===== src/rtl/fps_pkg.sv =====
package fps_pkg;

  localparam int LOG_W = 4;

  typedef enum logic [2:0] {
    OP_AN_WIN  = 3'd0,
    OP_FFT_R4  = 3'd1,
    OP_FFT_R2  = 3'd2,
    OP_IFFT_R4 = 3'd3,
    OP_IFFT_R2 = 3'd4,
    OP_SYN_WIN = 3'd5,
    OP_GAIN    = 3'd6
  } op_e;

  typedef enum logic [1:0] {
    FN_ANALYSIS = 2'd0,
    FN_SYNTH    = 2'd1,
    FN_GAIN     = 2'd2,
    FN_RSVD     = 2'd3
  } func_e;

  typedef enum logic [1:0] {
    S_IDLE  = 2'd0,
    S_CFG   = 2'd1,
    S_UCODE = 2'd2,
    S_RUN   = 2'd3
  } seq_state_e;

  // One microcode word: fixed for a whole pass.
  typedef struct packed {
    op_e              op;
    logic [LOG_W-1:0] rev_bits;   // width of reversed data-address field
    logic [LOG_W-1:0] cnt_log2;   // log2 of element count
    logic [1:0]       rad_log;    // element bits per operation
  } uword_t;

  function automatic uword_t mk_word(op_e op, logic [LOG_W-1:0] rev,
                                     logic [LOG_W-1:0] cnt, logic [1:0] rad);
    uword_t w;
    w.op       = op;
    w.rev_bits = rev;
    w.cnt_log2 = cnt;
    w.rad_log  = rad;
    return w;
  endfunction

endpackage


===== src/rtl/fps_ucode_rom.sv =====
module fps_ucode_rom
  import fps_pkg::*;
#(
  parameter int PASS_W = 3
) (
  input  logic [1:0]        func,
  input  logic [LOG_W-1:0]  log2n,
  input  logic [LOG_W-1:0]  log2l,
  input  logic [PASS_W-1:0] pass,
  output logic [PASS_W-1:0] npass,
  output uword_t            word
);

  logic [LOG_W-1:0] fft_passes;
  logic [LOG_W-1:0] pass_ext;

  function automatic uword_t fft_word(logic [LOG_W-1:0] l2n, logic [LOG_W-1:0] j,
                                      logic [LOG_W-1:0] np, logic inv);
    logic tail_r2;
    op_e  op;
    tail_r2 = (j == np - LOG_W'(1)) && l2n[0];
    if (inv) op = tail_r2 ? OP_IFFT_R2 : OP_IFFT_R4;
    else     op = tail_r2 ? OP_FFT_R2  : OP_FFT_R4;
    return mk_word(op, l2n - (j << 1), l2n, tail_r2 ? 2'd1 : 2'd2);
  endfunction

  always_comb begin
    fft_passes = (log2n + LOG_W'(1)) >> 1;
    pass_ext   = LOG_W'(pass);
    npass      = PASS_W'(fft_passes + LOG_W'(1));
    word       = mk_word(OP_GAIN, '0, log2n - LOG_W'(1), 2'd0);
    case (func_e'(func))
      FN_ANALYSIS: begin
        if (pass_ext == '0) word = mk_word(OP_AN_WIN, '0, log2l, 2'd0);
        else                word = fft_word(log2n, pass_ext - LOG_W'(1), fft_passes, 1'b0);
      end
      FN_SYNTH: begin
        if (pass_ext == fft_passes) word = mk_word(OP_SYN_WIN, '0, log2l, 2'd0);
        else                        word = fft_word(log2n, pass_ext, fft_passes, 1'b1);
      end
      default: begin
        npass = PASS_W'(1);
      end
    endcase
  end

endmodule


===== src/rtl/fps_bitrev.sv =====
module fps_bitrev #(
  parameter int W     = 8,
  parameter int SEL_W = 4
) (
  input  logic [W-1:0]     din,
  input  logic [SEL_W-1:0] nbits,
  output logic [W-1:0]     dout
);

  // cand[k] = din with its low k bits mirrored
  logic [W:0][W-1:0] cand;

  for (genvar k = 0; k <= W; k++) begin : g_width
    for (genvar i = 0; i < W; i++) begin : g_bit
      if (i < k) begin : g_rev
        assign cand[k][i] = din[k-1-i];
      end else begin : g_keep
        assign cand[k][i] = din[i];
      end
    end
  end

  always_comb begin
    dout = cand[W];
    for (int k = 0; k <= W; k++) begin
      if (int'(nbits) == k) dout = cand[k];
    end
  end

endmodule


===== src/rtl/fps_addr_gen.sv =====
module fps_addr_gen
  import fps_pkg::*;
#(
  parameter int W = 8
) (
  input  logic [W-1:0] elem,
  input  uword_t       word,
  output logic [W-1:0] op_idx,
  output logic [W-1:0] data_addr,
  output logic [W-1:0] coef_addr
);

  logic [LOG_W-1:0] coef_bits;

  assign op_idx    = elem >> word.rad_log;
  assign coef_bits = word.rev_bits - LOG_W'(word.rad_log);

  fps_bitrev #(.W(W), .SEL_W(LOG_W)) u_data_rev (
    .din   (elem),
    .nbits (word.rev_bits),
    .dout  (data_addr)
  );

  fps_bitrev #(.W(W), .SEL_W(LOG_W)) u_coef_rev (
    .din   (op_idx),
    .nbits (coef_bits),
    .dout  (coef_addr)
  );

endmodule


===== src/rtl/fps_pass_ctrl.sv =====
module fps_pass_ctrl
  import fps_pkg::*;
#(
  parameter int MAX_LOG2N = 8,
  parameter int MAX_LOG2L = 8,
  parameter int MIN_LOG2L = 3,
  parameter int W         = 8,
  parameter int PASS_W    = 3
) (
  input  logic              clk,
  input  logic              rst_n,
  input  logic              start,
  input  logic [1:0]        func_sel,
  input  logic [LOG_W-1:0]  cfg_log2n,
  input  logic [LOG_W-1:0]  cfg_log2l,
  input  logic              cmd_ready,
  input  logic [PASS_W-1:0] rom_npass,
  input  uword_t            rom_word,
  output logic [1:0]        func_q,
  output logic [LOG_W-1:0]  l2n_q,
  output logic [LOG_W-1:0]  l2l_q,
  output logic [PASS_W-1:0] pass_q,
  output uword_t            word_q,
  output logic [W-1:0]      elem_q,
  output logic              run,
  output logic              last,
  output logic              busy,
  output logic              done
);

  localparam logic [LOG_W-1:0] N_LO = LOG_W'(3);
  localparam logic [LOG_W-1:0] N_HI = LOG_W'(MAX_LOG2N);
  localparam logic [LOG_W-1:0] L_LO = LOG_W'(MIN_LOG2L);
  localparam logic [LOG_W-1:0] L_HI = LOG_W'(MAX_LOG2L);

  seq_state_e        state;
  logic [PASS_W-1:0] npass_q;
  logic              done_q;
  logic [W:0]        span;
  logic              elem_end;
  logic              pass_final;
  logic              accept;

  function automatic logic [LOG_W-1:0] clamp(logic [LOG_W-1:0] v, logic [LOG_W-1:0] lo,
                                             logic [LOG_W-1:0] hi);
    if (v < lo) return lo;
    if (v > hi) return hi;
    return v;
  endfunction

  assign span       = ((W+1)'(1) << word_q.cnt_log2) - (W+1)'(1);
  assign elem_end   = ({1'b0, elem_q} == span);
  assign pass_final = (pass_q == npass_q - PASS_W'(1));
  assign accept     = start && (func_sel != FN_RSVD);

  assign run  = (state == S_RUN);
  assign last = run && elem_end && pass_final;
  assign busy = (state != S_IDLE);
  assign done = done_q;

  always_ff @(posedge clk) begin
    if (!rst_n) begin
      state   <= S_IDLE;
      func_q  <= '0;
      l2n_q   <= N_LO;
      l2l_q   <= L_LO;
      npass_q <= '0;
      pass_q  <= '0;
      word_q  <= '0;
      elem_q  <= '0;
      done_q  <= 1'b0;
    end else begin
      done_q <= 1'b0;
      case (state)
        S_IDLE: begin
          if (accept) begin
            func_q <= func_sel;
            l2n_q  <= clamp(cfg_log2n, N_LO, N_HI);
            l2l_q  <= clamp(cfg_log2l, L_LO, L_HI);
            state  <= S_CFG;
          end
        end
        S_CFG: begin
          npass_q <= rom_npass;
          pass_q  <= '0;
          state   <= S_UCODE;
        end
        S_UCODE: begin
          word_q <= rom_word;
          elem_q <= '0;
          state  <= S_RUN;
        end
        S_RUN: begin
          if (cmd_ready) begin
            if (!elem_end) begin
              elem_q <= elem_q + W'(1);
            end else if (pass_final) begin
              state  <= S_IDLE;
              done_q <= 1'b1;
            end else begin
              pass_q <= pass_q + PASS_W'(1);
              state  <= S_UCODE;
            end
          end
        end
        default: state <= S_IDLE;
      endcase
    end
  end

endmodule


===== src/rtl/fft_pass_sequencer.sv =====
module fft_pass_sequencer
  import fps_pkg::*;
#(
  parameter  int MAX_LOG2N = 8,
  parameter  int MAX_LOG2L = 8,
  parameter  int MIN_LOG2L = 3,
  localparam int ADDR_W    = (MAX_LOG2N > MAX_LOG2L) ? MAX_LOG2N : MAX_LOG2L,
  localparam int PASS_W    = $clog2((MAX_LOG2N + 1) / 2 + 2)
) (
  input  logic              clk,
  input  logic              rst_n,
  input  logic              start,
  input  logic [1:0]        func_sel,
  input  logic [LOG_W-1:0]  cfg_log2n,
  input  logic [LOG_W-1:0]  cfg_log2l,
  output logic              cmd_valid,
  input  logic              cmd_ready,
  output logic [2:0]        cmd_opcode,
  output logic [PASS_W-1:0] cmd_pass,
  output logic [ADDR_W-1:0] cmd_op_idx,
  output logic [ADDR_W-1:0] cmd_data_addr,
  output logic [ADDR_W-1:0] cmd_coef_addr,
  output logic              cmd_last,
  output logic              busy,
  output logic              done
);

  logic [1:0]        func_q;
  logic [LOG_W-1:0]  l2n_q;
  logic [LOG_W-1:0]  l2l_q;
  logic [PASS_W-1:0] pass_q;
  logic [PASS_W-1:0] rom_npass;
  uword_t            rom_word;
  uword_t            word_q;
  logic [ADDR_W-1:0] elem_q;

  fps_ucode_rom #(.PASS_W(PASS_W)) u_rom (
    .func  (func_q),
    .log2n (l2n_q),
    .log2l (l2l_q),
    .pass  (pass_q),
    .npass (rom_npass),
    .word  (rom_word)
  );

  fps_pass_ctrl #(
    .MAX_LOG2N (MAX_LOG2N),
    .MAX_LOG2L (MAX_LOG2L),
    .MIN_LOG2L (MIN_LOG2L),
    .W         (ADDR_W),
    .PASS_W    (PASS_W)
  ) u_ctrl (
    .clk       (clk),
    .rst_n     (rst_n),
    .start     (start),
    .func_sel  (func_sel),
    .cfg_log2n (cfg_log2n),
    .cfg_log2l (cfg_log2l),
    .cmd_ready (cmd_ready),
    .rom_npass (rom_npass),
    .rom_word  (rom_word),
    .func_q    (func_q),
    .l2n_q     (l2n_q),
    .l2l_q     (l2l_q),
    .pass_q    (pass_q),
    .word_q    (word_q),
    .elem_q    (elem_q),
    .run       (cmd_valid),
    .last      (cmd_last),
    .busy      (busy),
    .done      (done)
  );

  fps_addr_gen #(.W(ADDR_W)) u_agen (
    .elem      (elem_q),
    .word      (word_q),
    .op_idx    (cmd_op_idx),
    .data_addr (cmd_data_addr),
    .coef_addr (cmd_coef_addr)
  );

  assign cmd_opcode = word_q.op;
  assign cmd_pass   = pass_q;

endmodule


===== config.mk =====
export PLATFORM = sky130hd
export DESIGN_NAME = fft_pass_sequencer
export DESIGN_NICKNAME = d
export VERILOG_FILES = /design/src/rtl/fps_pkg.sv /design/src/rtl/fps_ucode_rom.sv /design/src/rtl/fps_bitrev.sv /design/src/rtl/fps_addr_gen.sv /design/src/rtl/fps_pass_ctrl.sv /design/src/rtl/fft_pass_sequencer.sv
export SDC_FILE = /design/constraint.sdc
export NUM_CORES = 1
export LEC_CHECK = 0
export ABC_CLOCK_PERIOD_IN_PS = 3300
export BUFFER_PORTS_ARGS = -buffer_cell sky130_fd_sc_hd__buf_2
export CORE_ASPECT_RATIO = 1.2
export CORE_MARGIN = 5
export CORE_UTILIZATION = 48
export DETAILED_ROUTE_END_ITERATION = 8
export PLACE_DENSITY = 0.74
export SLEW_MARGIN = 20
export SYNTH_ARGS = -nofsm -noshare
export SYNTH_HDL_FRONTEND = slang
export SYNTH_SLANG_ARGS = --single-unit

===== constraint.sdc =====
create_clock -name clk -period 3.3 [get_ports clk]
set_input_delay 0.66 -clock clk [delete_from_list [all_inputs] [get_ports clk]]
set_output_delay 0.66 -clock clk [all_outputs]
set_load 0.005 [all_outputs]

==> metrics.cfg, run 1 <==
[synthesis]
synth-edff-count = 0
synth_largest_area_cell = dfxtp_1
synth.most_common_cell = o21ai_0
syn-num-nets = 561
ys_async_sr_fraction = 0
yosysUniqueCellTypes = 69
yosysTopAreaCellShare = 0.2057
synth_seq_area_share = 0.2057
yosys_warnings = 0
synth_cells = 530
yosys-top-cells-count = 47 x o21ai_0, 46 x nand2_1, 42 x nor2_1
syn_area_per_cell_um2 = 7.347
synth.cell_area_um2 = 3894
synth_ff_type = dfxtp_1
ys_top_cells_by_area = dfxtp_1 21%, o21ai_0 6.0%, mux2i_1 5.7%, a21oi_1 5.0%, ha_1 4.5%
ys_seq_elements = 40

[grt]
grt_max_degree = 23
antenna_found_initial = 0
grt_use_total = 0.2034
grt_pass1_wl_um = 16910
gr-total-overflow = 0
grt_pass1_vias = 3602

[job]
max_cap_violations = 0

[timing]
worst_pin_slew_ps = 722.5
finalSetupViolations = 0
final_hold_viol_count = 0
rsz0062_at_grt = yes
skew_ps = 5.412
fmaxAchievable_mhz = 317.9
slew_violations = 0
post-route-period-util = 0.9532
period_needed_ps = 3145
slew_headroom = 0.5178

[cells_and_area]
drive_gt1_frac = 0.1736
final_area_um2 = 4282
fin_nets = 583
register_area_um2 = 804.5
multi_input_area_um2 = 2756
syn_to_final_growth_pct = 9.962
n_antenna_cell = 0
fillers = 775

[clock_tree]
htreeDepth = 2
cts.clk_slew.worst_paths_ps = 90
numCtsBuffers = 5
clockRootBuffer = clkbuf_8
cts_buffer_depth = 2
cts_tree = done
cts_setup_buffers = 0
clock-sinks = 40
hold_buffers = 0
clk_latency_ps = 300

[drt]
viasPerCell = 6.009
firstDrtPassIters = 4
post_drt_wl_per_cell_um = 15.61
drtIter0Drc = 317
vias = 3894
postRouteWirelength_um = 10120
drtAntennaViolNets = 0
drc = 0

[critical_path]
cp.depth = 8
slowest_delay_ps = 480
reg2regPathDepth = 8
cp_slowest_cell = mux4_2
crit_path_end_kind = primary output
worstPathCellList = buf_4 > mux2_2 > o21ai_0 > inv_1 > mux4_2 > nand2_1 > o21ai_0 > buf_2
cp.arrival_ps = 2490
crit_path_max_fanout = 12
r2r_start = u_ctrl.l2n_q[0]
critical_path_class = register to primary output
reg2reg_to = u_ctrl.word_q[2]
crit_required_ps = 2640
critPathLaunchType = register
cp_common_cell = o21ai_0
critPathBufInv = 3
crit_family = multiplexers
startpoint = u_ctrl.word_q[0]
cp-endpoint = cmd_coef_addr[1]
reg2reg_setup_slack_ps = 400

[placed_design]
dpl-instance-area_um2 = 4135
numPortBuffers = 47
hpwlAfterDp_um = 7634
globalplace.congestion = 0.8679

[run_status]
status = completed

[floorplan]
die_w_um = 92.22
rows = 36
die_height_um = 108.7
core_um2 = 8018
start_util = 0.4856
io_pins = 48
die-area_um2 = 10020

[hold_path]
worstHoldPathType = register to register

[power_and_ir_drop]
comb_power_share = 0.459
p_int_mw = 1.120
sw_frac_of_total = 0.3929
p_switching_uw = 724.7
p_leak_nw = 1.755
seqPwrFrac = 0.314
finalPower_mw = 1.844
clock_power_share = 0.227
ir_drop_mv = 0.2845
p_per_area_nw_per_um2 = 430.8

repair_timing:
item / CTS / global route
endpoints found under the setup margin: 1 / 7
gates resized for setup: 1 / 9
gates cloned: 0 / 0
layer usage:
metal,vias to the layer above,routed length (um),track usage
met2,115,5293,0.3810
met5,-,0,0
li1,1933,-,-
met1,1832,4180,0.2392
met3,14,482,0.03313
met4,0,157,0.05626
cells by family (layout without fill, tap and decap cells):
family	after synthesis	after routing	share of synthesized area
fa+ha+maj	17	17	0.06041
buf+inv	82	105	0.09351
simple gates	183	183	0.2474
compound gates	154	154	0.2516
flops	40	40	0.2057
xor+xnor	27	27	0.06459
mux	27	27	0.07680
placed cells by master (no fill, tap or decap), types with 4 or more instances in the layout:
master / count
xor2_1: 6
o311ai_0: 5
dfxtp_1: 37
inv_1: 33
nand2_1: 46
xnor2_1: 19
a21oi_1: 39
o211ai_1: 9
nor3b_1: 7
nor2_1: 41
ha_1: 13
nor3_1: 12
o21ai_0: 46
a22oi_1: 4
nand3_1: 17
nand2b_1: 5
clkbuf_8: 5
a31oi_1: 8
mux2i_1: 22
nor2b_1: 12
buf_4: 17
buf_2: 47
or3_1: 9
a211oi_1: 5
nand4_1: 7
a221oi_1: 6
and2_1: 6
registers in the layout, summed over array words and instances, names as in the netlist:
register and flops:
u_ctrl.npass_q 3, u_ctrl.l2l_q 4, u_ctrl.word_q 13, u_ctrl.l2n_q 4, u_ctrl.done 1, u_ctrl.state 2, u_ctrl.elem_q 8, u_ctrl.pass_q 3
u_ctrl.func_q 2
area by class of cell:
| type | count | share of cell area |
|---|---|---|
| Multi-Input combinational cell | 408 | 0.6438 |
| Clock buffer | 5 | 0.01607 |
| Sequential cell | 40 | 0.1879 |
| Inverter | 33 | 0.02893 |
| Tap cell | 95 | 0.02776 |
| Timing Repair Buffer | 64 | 0.08475 |
| Clock inverter | 3 | 0.01081 |
worst min path at each step:
stage	from	end	slack, ps	depth (start not counted)
global route	u_ctrl.l2l_q[1]	u_ctrl.l2l_q[1]	550	2
detailed placement	u_ctrl.npass_q[1]	u_ctrl.npass_q[1]	490	2
finish	u_ctrl.l2l_q[0]	u_ctrl.l2l_q[0]	510	2
floorplan	u_ctrl.l2l_q[0]	u_ctrl.l2l_q[0]	450	2
CTS	u_ctrl.npass_q[1]	u_ctrl.npass_q[1]	510	2
global placement	u_ctrl.npass_q[1]	u_ctrl.npass_q[1]	470	2
stage by stage:
| stage | setup slack [ps] | setup TNS [ps] | utilization | std cells | hold WS [ps] |
|---|---|---|---|---|---|
| 2_1_floorplan | 350.8 | 0 | - | 530 | 454.7 |
| 3_3_place_gp | 383.6 | 0 | 0.5158 | 640 | 473.2 |
| 3_5_place_dp | 280.4 | 0 | 0.5158 | 640 | 491.3 |
| 4_1_cts | 46.05 | 0 | 0.5304 | 648 | 511.2 |
| 5_1_grt | -63.93 | -63.93 | 0.5340 | 648 | 550.0 |
| 6_report | 154.5 | 0 | 0.5340 | 648 | 507.9 |
worst reg2reg max path, stage by stage, from the launching register on:
cell and delay, ps:
dfxtp_1 600, inv_1 130, ha_1 430, xnor2_1 270
nor3b_1 450, nor3b_1 190, nand2b_1 280, a221oi_1 340
a211oi_1 80
power groups by stage:
| stage | logic, mW | registers [mW] | clock network (mW) |
|---|---|---|---|
| 2_1_floorplan | 0.661 | 0.556 | 0 |
| 3_3_place_gp | 0.796 | 0.585 | 0 |
| 3_5_place_dp | 0.819 | 0.588 | 0 |
| 4_1_cts | 0.824 | 0.576 | 0.427 |
| 5_1_grt | 0.932 | 0.586 | 0.452 |
| 6_report | 0.847 | 0.579 | 0.418 |
(Power assumes the default switching activity.)
==> run 2, diff against run 1 <==
--- a/config.mk
+++ b/config.mk
@@ -9,9 +9,9 @@
 export BUFFER_PORTS_ARGS = -buffer_cell sky130_fd_sc_hd__buf_2
 export CORE_ASPECT_RATIO = 1.2
 export CORE_MARGIN = 5
-export CORE_UTILIZATION = 48
+export CORE_UTILIZATION = 50
 export DETAILED_ROUTE_END_ITERATION = 8
-export PLACE_DENSITY = 0.74
+export PLACE_DENSITY = 0.76
 export SLEW_MARGIN = 20
 export SYNTH_ARGS = -nofsm -noshare
 export SYNTH_HDL_FRONTEND = slang
==> run 2 against run 1 <==
Clock skew fell by 2.9 ps. Largest power group unchanged. Global-route usage rose by 0.44 points. Flip-flop and latch count did not move. Critical path type unchanged. Via count rose by 1.5%. Utilization rose by 2.6 points. Highest routed layer unchanged. Non-clock buffer count rose by 1. Die area fell by 3.6%.
==> metrics.cfg, run 2 (synthesized netlist as in run 1, its figures left out) <==
[run_status]
status = completed  ; unchanged

[placed_design]
hpwlAfterDp_um = 7586  ; was 7634 um
dpl-instance-area_um2 = 4139  ; was 4135 um2
numPortBuffers = 47  ; unchanged
place_ws_ps = 268.3  ; was 280.4 ps
globalplace.congestion = 0.9430  ; was 0.8679

[critical_path]
critPathLaunchType = register  ; unchanged
cp.arrival_ps = 2490  ; about the same
reg2reg_setup_slack_ps = 440  ; was 400 ps
crit_path_max_fanout = 12  ; unchanged
crit_required_ps = 2640  ; about the same
crit_path_end_kind = primary output  ; unchanged
critical_path_class = register to primary output  ; unchanged

[grt]
gr-total-overflow = 0  ; unchanged
grt_pass1_vias = 3648  ; was 3602
antenna_found_initial = 0  ; unchanged
grt_pass1_wl_um = 17060  ; was 16910 um
grt_max_degree = 23  ; unchanged
grt_use_total = 0.2078  ; was 0.2034

[cells_and_area]
final_common_cell = buf_2  ; unchanged
final_area_um2 = 4264  ; was 4282 um2
fillers = 750  ; was 775
n_antenna_cell = 0  ; unchanged
syn_to_final_growth_pct = 9.512  ; was 9.962%
largest_reg_flops = 13  ; unchanged
most-common-layout-cells = 47 x buf_2, 46 x nand2_1, 45 x o21ai_0  ; was 47 x buf_2, 46 x o21ai_0, 46 x nand2_1
top_regs = u_ctrl.word_q: 13 flops, u_ctrl.elem_q: 8 flops  ; unchanged
final_util = 0.5596  ; was 0.5340
fin_nets = 584  ; was 583
drive_gt1_frac = 0.1700  ; was 0.1736
largest_register = u_ctrl.word_q  ; unchanged

[job]
max_cap_violations = 0  ; unchanged

[timing]
slew_headroom = 0.4813  ; was 0.5178
finalSetupViolations = 0  ; unchanged
skew_ps = 2.510  ; was 5.412 ps
final_hold_viol_count = 0  ; unchanged
fmaxAchievable_mhz = 317.1  ; was 317.9 MHz
period_needed_ps = 3153  ; was 3145 ps
post-route-period-util = 0.9555  ; was 0.9532
setup_slack_ps = 146.7  ; was 154.5 ps
worst_pin_slew_ps = 777.2  ; was 722.5 ps
rsz0062_at_grt = no  ; was yes
setup_tns_ps = 0  ; unchanged
slew_violations = 0  ; unchanged

[power_and_ir_drop]
ir_drop_mv = 0.3061  ; was 0.2845 mV
p_per_area_nw_per_um2 = 417.0  ; was 430.8 nW/um2
finalPower_mw = 1.778  ; was 1.844 mW
p_leak_nw = 1.754  ; was 1.755 nW

[floorplan]
die_height_um = 106.7  ; was 108.7 um
die_w_um = 90.56  ; was 92.22 um
io_pins = 48  ; unchanged
die-area_um2 = 9660  ; was 10020 um2
start_util = 0.5110  ; was 0.4856
core_um2 = 7620  ; was 8018 um2
rows = 35  ; was 36

[drt]
drtAntennaViolNets = 0  ; unchanged
viasPerCell = 6.130  ; was 6.009
vias = 3954  ; was 3894
post_drt_wl_per_cell_um = 15.95  ; was 15.61 um
drtIter0Drc = 221  ; was 317
drc = 0  ; unchanged
postRouteWirelength_um = 10290  ; was 10120 um
firstDrtPassIters = 5  ; was 4

[clock_tree]
clk_latency_ps = 290  ; was 300 ps
cts_setup_buffers = 0  ; unchanged
cts_tree = done  ; unchanged
clock-sinks = 40  ; unchanged
clockRootBuffer = clkbuf_8  ; unchanged
cts_buffer_depth = 2  ; unchanged
numCtsBuffers = 5  ; unchanged
cts.clk_slew.worst_paths_ps = 80  ; was 90 ps
htreeDepth = 2  ; unchanged
hold_buffers = 0  ; unchanged

[hold_path]
worstHoldPathType = register to register  ; unchanged

run 2: through the flow:
stage          cells  hold slack (ps)
6_report         645            507.3
5_1_grt          645            542.0
4_1_cts          645            501.9
3_5_place_dp     638            484.3
3_3_place_gp     638            476.6
2_1_floorplan    530            454.7
run 2: worst paths after layout:
kind,cells after the start,to,start
worst max-delay path,8,cmd_coef_addr[1],u_ctrl.word_q[0]
worst min-delay path,2,u_ctrl.l2l_q[0],u_ctrl.l2l_q[0]
worst max register to register,10,u_ctrl.pass_q[0],u_ctrl.word_q[3]
worst min register to register,2,u_ctrl.l2l_q[0],u_ctrl.l2l_q[0]
run 2: cell type report:
type | instances | area, um2 | share of cell area
tap | 92 | 115.1 | 0.02700
clock buffer | 7 | 96.34 | 0.02259
sequential | 40 | 802.0 | 0.1881
timing repair buffer | 65 | 370.4 | 0.08685
inverter | 33 | 123.9 | 0.02905
multi-input combinational | 408 | 2756 | 0.6464
run 2: what timing repair did:
item | CTS | global route
resized for setup | 1 | 8
pin swaps | 0 | 0
setup endpoints to repair | 1 | 7
run 2: routing by layer:
layer | GRT usage | vias up | wire (um) | part of all wire
li1 | - | 1943 | - | -
met1 | 0.2524 | 1847 | 4268 | 0.41
met2 | 0.3650 | 142 | 5182 | 0.50
met3 | 0.02807 | 22 | 550 | 0.053
met4 | 0.08830 | 0 | 288 | 0.028
met5 | 0 | - | 0 | 0
run 2: where the power goes:
part	switching [mW]	internal [mW]	leakage [nW]
Combinational	0.480	0.366	1.38
Clock	0.170	0.186	0.0503
Sequential	0.0546	0.522	0.327
Total	0.704	1.07	1.75
run 2: worst max-delay path, stage by stage (launching register included):
cell and delay, ps:
dfxtp_1 370, buf_4 220, mux2_2 370, o21ai_0 350
inv_1 140, mux4_2 480, nand2_1 70, o21ai_0 70
buf_2 130
